### src/rtl/gpio_bank_pkg.sv
package gpio_bank_pkg;
    localparam int BANK_BITS = 32;
    localparam int NUM_FN    = 7;

    typedef enum logic [2:0] {
        FN_LEVEL = 3'd0,
        FN_DIR   = 3'd1,
        FN_SET   = 3'd2,
        FN_CLR   = 3'd3,
        FN_RISE  = 3'd4,
        FN_FALL  = 3'd5,
        FN_STAT  = 3'd6,
        FN_NONE  = 3'd7
    } gpio_fn_e;
endpackage

### src/rtl/gpio_addr_dec.sv
module gpio_addr_dec
    import gpio_bank_pkg::*;
#(
    parameter int NREG   = 2,
    parameter int ADDR_W = 8,
    localparam int BSEL_W = (NREG > 1) ? $clog2(NREG) : 1
) (
    input  logic [ADDR_W-1:0] addr,
    output gpio_fn_e          fn,
    output logic [BSEL_W-1:0] bank
);
    int word;

    // function-major layout, misaligned or high words decode to none
    always_comb begin
        fn   = FN_NONE;
        bank = '0;
        word = int'(addr[ADDR_W-1:2]);
        if (addr[1:0] == 2'b00 && word < NUM_FN * NREG) begin
            fn   = gpio_fn_e'(3'(word / NREG));
            bank = BSEL_W'(word % NREG);
        end
    end
endmodule

### src/rtl/gpio_sync.sv
module gpio_sync #(
    parameter int WIDTH = 64
) (
    input  logic             clk,
    input  logic             rst_n,
    input  logic [WIDTH-1:0] async_in,
    output logic [WIDTH-1:0] sync_out
);
    logic [WIDTH-1:0] stage1_q;
    logic [WIDTH-1:0] stage2_q;

    always_ff @(posedge clk or negedge rst_n) begin
        if (!rst_n) begin
            stage1_q <= '0;
            stage2_q <= '0;
        end else begin
            stage1_q <= async_in;
            stage2_q <= stage1_q;
        end
    end

    assign sync_out = stage2_q;
endmodule

### src/rtl/gpio_edge_bank.sv
module gpio_edge_bank
    import gpio_bank_pkg::*;
(
    input  logic                 clk,
    input  logic                 rst_n,
    input  logic [BANK_BITS-1:0] level,
    input  logic [BANK_BITS-1:0] rise_en,
    input  logic [BANK_BITS-1:0] fall_en,
    input  logic [BANK_BITS-1:0] clr_mask,
    output logic [BANK_BITS-1:0] status
);
    logic [BANK_BITS-1:0] prev_q;
    logic [BANK_BITS-1:0] hit;

    // compare against last cycle's synchronised level
    assign hit = (rise_en & level & ~prev_q) | (fall_en & ~level & prev_q);

    always_ff @(posedge clk or negedge rst_n) begin
        if (!rst_n) begin
            prev_q <= '0;
            status <= '0;
        end else begin
            prev_q <= level;
            // clear first, then a fresh edge wins
            status <= (status & ~clr_mask) | hit;
        end
    end
endmodule

### src/rtl/gpio_bank_ctrl.sv
module gpio_bank_ctrl
    import gpio_bank_pkg::*;
#(
    parameter int PIN_COUNT = 64,
    parameter int ADDR_W    = 8
) (
    input  logic                 clk,
    input  logic                 rst_n,
    input  logic [ADDR_W-1:0]    bus_addr,
    input  logic                 bus_we,
    input  logic [31:0]          bus_wdata,
    output logic [31:0]          bus_rdata,
    input  logic [PIN_COUNT-1:0] pin_in,
    output logic [PIN_COUNT-1:0] pin_oe,
    output logic [PIN_COUNT-1:0] pin_out,
    output logic                 irq
);
    localparam int NREG   = PIN_COUNT / BANK_BITS;
    localparam int BSEL_W = (NREG > 1) ? $clog2(NREG) : 1;

    gpio_fn_e             fn;
    logic [BSEL_W-1:0]    bsel;
    logic [PIN_COUNT-1:0] lvl;
    logic [PIN_COUNT-1:0] dir_q;
    logic [PIN_COUNT-1:0] out_q;
    logic [PIN_COUNT-1:0] rise_q;
    logic [PIN_COUNT-1:0] fall_q;
    logic [PIN_COUNT-1:0] stat;

    gpio_addr_dec #(.NREG(NREG), .ADDR_W(ADDR_W)) u_dec (
        .addr (bus_addr),
        .fn   (fn),
        .bank (bsel)
    );

    gpio_sync #(.WIDTH(PIN_COUNT)) u_sync (
        .clk      (clk),
        .rst_n    (rst_n),
        .async_in (pin_in),
        .sync_out (lvl)
    );

    // register writes, level and unused ignored
    always_ff @(posedge clk or negedge rst_n) begin
        if (!rst_n) begin
            dir_q  <= '0;
            out_q  <= '0;
            rise_q <= '0;
            fall_q <= '0;
        end else if (bus_we) begin
            for (int b = 0; b < NREG; b++) begin
                if (bsel == BSEL_W'(b)) begin
                    unique case (fn)
                        FN_DIR:  dir_q[b*BANK_BITS +: BANK_BITS]  <= bus_wdata;
                        FN_SET:  out_q[b*BANK_BITS +: BANK_BITS]  <=
                                     out_q[b*BANK_BITS +: BANK_BITS] | bus_wdata;
                        FN_CLR:  out_q[b*BANK_BITS +: BANK_BITS]  <=
                                     out_q[b*BANK_BITS +: BANK_BITS] & ~bus_wdata;
                        FN_RISE: rise_q[b*BANK_BITS +: BANK_BITS] <= bus_wdata;
                        FN_FALL: fall_q[b*BANK_BITS +: BANK_BITS] <= bus_wdata;
                        default: ;
                    endcase
                end
            end
        end
    end

    generate
        for (genvar g = 0; g < NREG; g++) begin : g_bank
            logic [BANK_BITS-1:0] clr;
            assign clr = (bus_we && fn == FN_STAT && bsel == BSEL_W'(g)) ? bus_wdata : '0;

            gpio_edge_bank u_edge (
                .clk      (clk),
                .rst_n    (rst_n),
                .level    (lvl[g*BANK_BITS +: BANK_BITS]),
                .rise_en  (rise_q[g*BANK_BITS +: BANK_BITS]),
                .fall_en  (fall_q[g*BANK_BITS +: BANK_BITS]),
                .clr_mask (clr),
                .status   (stat[g*BANK_BITS +: BANK_BITS])
            );
        end
    endgenerate

    // combinational read mux
    always_comb begin
        int base;
        base = int'(bsel) * BANK_BITS;
        unique case (fn)
            FN_LEVEL: bus_rdata = lvl[base +: BANK_BITS];
            FN_DIR:   bus_rdata = dir_q[base +: BANK_BITS];
            FN_RISE:  bus_rdata = rise_q[base +: BANK_BITS];
            FN_FALL:  bus_rdata = fall_q[base +: BANK_BITS];
            FN_STAT:  bus_rdata = stat[base +: BANK_BITS];
            default:  bus_rdata = '0;
        endcase
    end

    assign pin_oe  = dir_q;
    assign pin_out = out_q;
    assign irq     = |stat;
endmodule

### config.mk
export PLATFORM = sky130hd
export DESIGN_NAME = gpio_bank_ctrl
export DESIGN_NICKNAME = d
export VERILOG_FILES = /design/src/rtl/gpio_bank_pkg.sv /design/src/rtl/gpio_addr_dec.sv /design/src/rtl/gpio_sync.sv /design/src/rtl/gpio_edge_bank.sv /design/src/rtl/gpio_bank_ctrl.sv
export SDC_FILE = /design/constraint.sdc
export NUM_CORES = 1
export LEC_CHECK = 0
export ABC_AREA = 1
export BUFFER_PORTS_ARGS = -buffer_cell sky130_fd_sc_hd__buf_2
export CAP_MARGIN = 0
export CELL_PAD_IN_SITES_DETAIL_PLACEMENT = 2
export CELL_PAD_IN_SITES_GLOBAL_PLACEMENT = 2
export CORE_MARGIN = 2
export CORE_UTILIZATION = 28
export CTS_CLUSTER_SIZE = 40
export DETAILED_ROUTE_END_ITERATION = 6
export PLACE_DENSITY_LB_ADDON = 0.1
export SYNTH_ARGS = -nofsm -noshare
export SYNTH_HDL_FRONTEND = slang
export SYNTH_HIERARCHICAL = 1
export SYNTH_SLANG_ARGS = --single-unit
### constraint.sdc
create_clock -name clk -period 3.82 [get_ports clk]
set_input_delay 0.191 -clock clk [delete_from_list [all_inputs] [get_ports clk]]
set_output_delay 0.191 -clock clk [all_outputs]
set_load 0.02 [all_outputs]
==> results by group <==
Final layout
  – Most frequent cells in the layout: 764 x nand2_1, 512 x dfrtp_1, 266 x buf_2
  – Number of fill cells: 8268
  – Post-route cell area: 26800 sq um
  – Nets: 2907
  – P&R area growth vs syn: 27.5%
  – Multi-input gate area: between 6000 and 7000 sq um
  – Final Non-Filler Cells: 3820
  – Layout cell share with drive strength beyond 1: 15.5%
  – Most common cell after layout, fill and taps aside: nand2_1
  – Reg area: around 13000 sq um
  – Final core occ: 36.1%

Pwr
  – Switching Share: 25.1%
  – Part of the power in the clock network: between 40% and 50%
  – Reg power frac: 45.1%
  – Pwr Density: 496 nW/um^2
  – Cell leakage power: 13.2 nW
  – Internal: 9.99 mW
  – P_sw: approximately 3.3 mW
  – Total power: 13.3 mW
  – Combinational share of power: 7.2%
  – VDD IR-drop max: between 200 and 300 uV

Floorplanning
  – Die footprint: slightly below 80000 sq um
  – Die W: 278 microns
  – Chip height: 278 microns
  – Core ar.: 74400 sq um
  – Row count: 100
  – I/O pin count: 268
  – Initial Utilization: about 28%

GRT
  – Initial antenna violation count: 1
  – Largest net degree at the start of global routing: between 90 and 100
  – Met1 Usage GRT: between 20 and 30%
  – First-pass GRT wire length: 128000 microns
  – Most Crowded Layer GR: met2
  – Routing usage on met3: between 3 and 4%
  – Met2 GRT Util: 37.9%
  – Vias in the first global route: 20771
  – Remaining Overflow, GRT: 0
  – Gr usage total: 21.7%

Timing
  – Setup Viol. Count Final: 0
  – Fmax: roughly 330 MHz
  – Final worst clock skew: 0.0163 ns
  – Slew headroom: 34.8%
  – Min Tclk post-route: 2.99 ns
  – RSZ-0062 raised after global routing: false
  – TNS Setup: 0 ns
  – Final Slew Violations: 0
  – Hold_ws: around 0.035 ns
  – Final Hold Vio Count: 0
  – Tcrit/Tclk final: about four fifths
  – Setup ws final: 0.828 ns
  – Worst-margin pin slew: 0.978 ns

Worst setup path
  – CP max FO: 34
  – Setup CP Type: in -> out
  – Crit path arrival time: ~2.8 ns
  – CP required: 3.63 ns
  – Worst Setup End Kind: output port
  – Startpoint Class: primary input

Placement
  – Routability cong.: 0.784
  – Port Buf Inserts: about 270
  – HPWL after DPL: 55600 microns
  – Post-place setup slack: 0.756 ns
  – Cells after DPL: 3605
  – Dpl cell area: 23700 sq um

Logic synthesis
  – Syn nets: 2527
  – Mapped Area: 21100 sq um
  – Yosys warning count: 6
  – Post-Syn Area per Cell: 8.70 sq um
  – Post-Syn Instances: approximately 2400
  – Post-synthesis sequential area ratio: about three fifths
  – Netlist cell types: 29
  – #FFs+latches synth: between 500 and 600

Routing
  – Routed via count: between 15000 and 20000
  – Overall routed net length: just over 80000 microns
  – Drt via density: 4.77
  – Initial detailed-routing violation count: 775
  – TritonRoute pass-1 iters: 5
  – WL per Instance: 21.6 microns
  – Antenna-violating nets left: 0
  – DRC: 0

Clock tree
  – H-tree Lvls: 3
  – CTS tree: yes
  – Total clock buffers created by CTS: 66
  – Cts repair resizes: 0
  – Clock root cell: clkbuf_16
  – Max Buffers Root-to-Sink: 3
  – Clk slew on worst S/H paths: about 0.060 ns
  – Total clock sinks: 512
  – Clk_lat worst skew: ~0.60 ns

Outcome
  – Status: finished clean

Hold path
  – HP Class: in -> reg

Job
  – Max Cap Viol: 0
[cell families after synthesis]
family / after synthesis / synth area share, %
AND/OR/NAND/NOR: 1283 / 25.5
AO/OA/AOI/OAI: 291 / 6.93
flip-flops: 512 / 60.8
buffers and inverters: 334 / 6.72
[routing by layer]
layer  vias to the layer above  routed length [microns]
li1                       8396                        -
met1                      9396                    36200
met2                       296                    41300
met3                       133                     2300
met4                         0                     2560
met5                         -                        0
[power groups by stage]
stage / Combinational, mW / Clock, mW / Sequential [mW]
floorplan: 0.342 / 0 / 6.10
global placement: 0.870 / 0 / 6.08
CTS: 0.994 / 6.57 / 6.01
finish: 0.964 / 6.36 / 6.00
global route: 1.08 / 6.77 / 6.05
detailed placement: 0.910 / 0 / 6.10
[critical path, stage by stage]
cell and delay [ns]:
buf_2 0.10, nor2_2 0.17, nand4_1 0.41, inv_1 0.40, nand2_4 0.14, nand2_4 0.13, clkinv_2 0.34, buf_12 0.34
a21oi_1 0.17, nand2_1 0.08, nand2_1 0.07, nor2_1 0.06, buf_2 0.16
[cell type report]
class	instances	area share, %
Antenna cell	1	0.00932
Inverter	239	3.37
Tap cell	969	4.52
Clock inverter	14	0.461
Timing Repair Buffer	407	10.6
Sequential cell	512	47.7
Multi-Input combinational cell	1574	25.5
Clock buffer	104	7.83
[synth_stat cells]
master	n	share of area [%]
buf_4	21	0.75
buf_2	46	1.1
inv_4	2	0.059
nor3_1	3	0.071
clkinv_2	1	0.024
dfrtp_1	512	61
clkbuf_2	15	0.36
nor3_2	1	0.048
a21oi_1	96	2.3
nor2_8	5	0.48
nand3_1	202	4.8
nand2_4	3	0.16
nor3_4	2	0.15
nand4_1	38	1.1
nand3b_1	5	0.18
buf_1	1	0.018
clkbuf_1	12	0.21
nand2_2	3	0.089
nand2_1	766	14
o21ai_1	29	0.69
nor2_2	1	0.030
o21ai_0	165	3.9
nor4_1	6	0.18
inv_2	1	0.018
nor2_1	246	4.4
o21bai_1	1	0.036
nor2_4	1	0.053
nand2_8	1	0.095
inv_1	235	4.2
[final timing paths]
check	from	to	slack [ns]	cells past startpoint
worst max-delay path	bus_addr[1]	bus_rdata[24]	0.83	13
worst min-delay path	bus_wdata[17]	register	0.04	3
worst max register to register	u_sync/sync_out[37]$_DFF_PN0_	g_bank[1].u_edge/status[5]$_DFF_PN0_	3.00	3
worst min register to register	u_sync/stage1_q[44]$_DFF_PN0_	u_sync/sync_out[44]$_DFF_PN0_	0.35	0
min in group asynchronous	rst_n	u_sync/sync_out[7]$_DFF_PN0_	0.27	2
max in group asynchronous	rst_n	g_bank[0].u_edge/prev_q[10]$_DFF_PN0_	2.43	4
[what timing repair did]
| action | 4_1_cts | 5_1_grt |
|---|---|---|
| setup buffers | 0 | 0 |
| hold buffers | 96 | 0 |
| hold endpoints to repair | 211 | 0 |
Power figures use the tool's default switching activity.
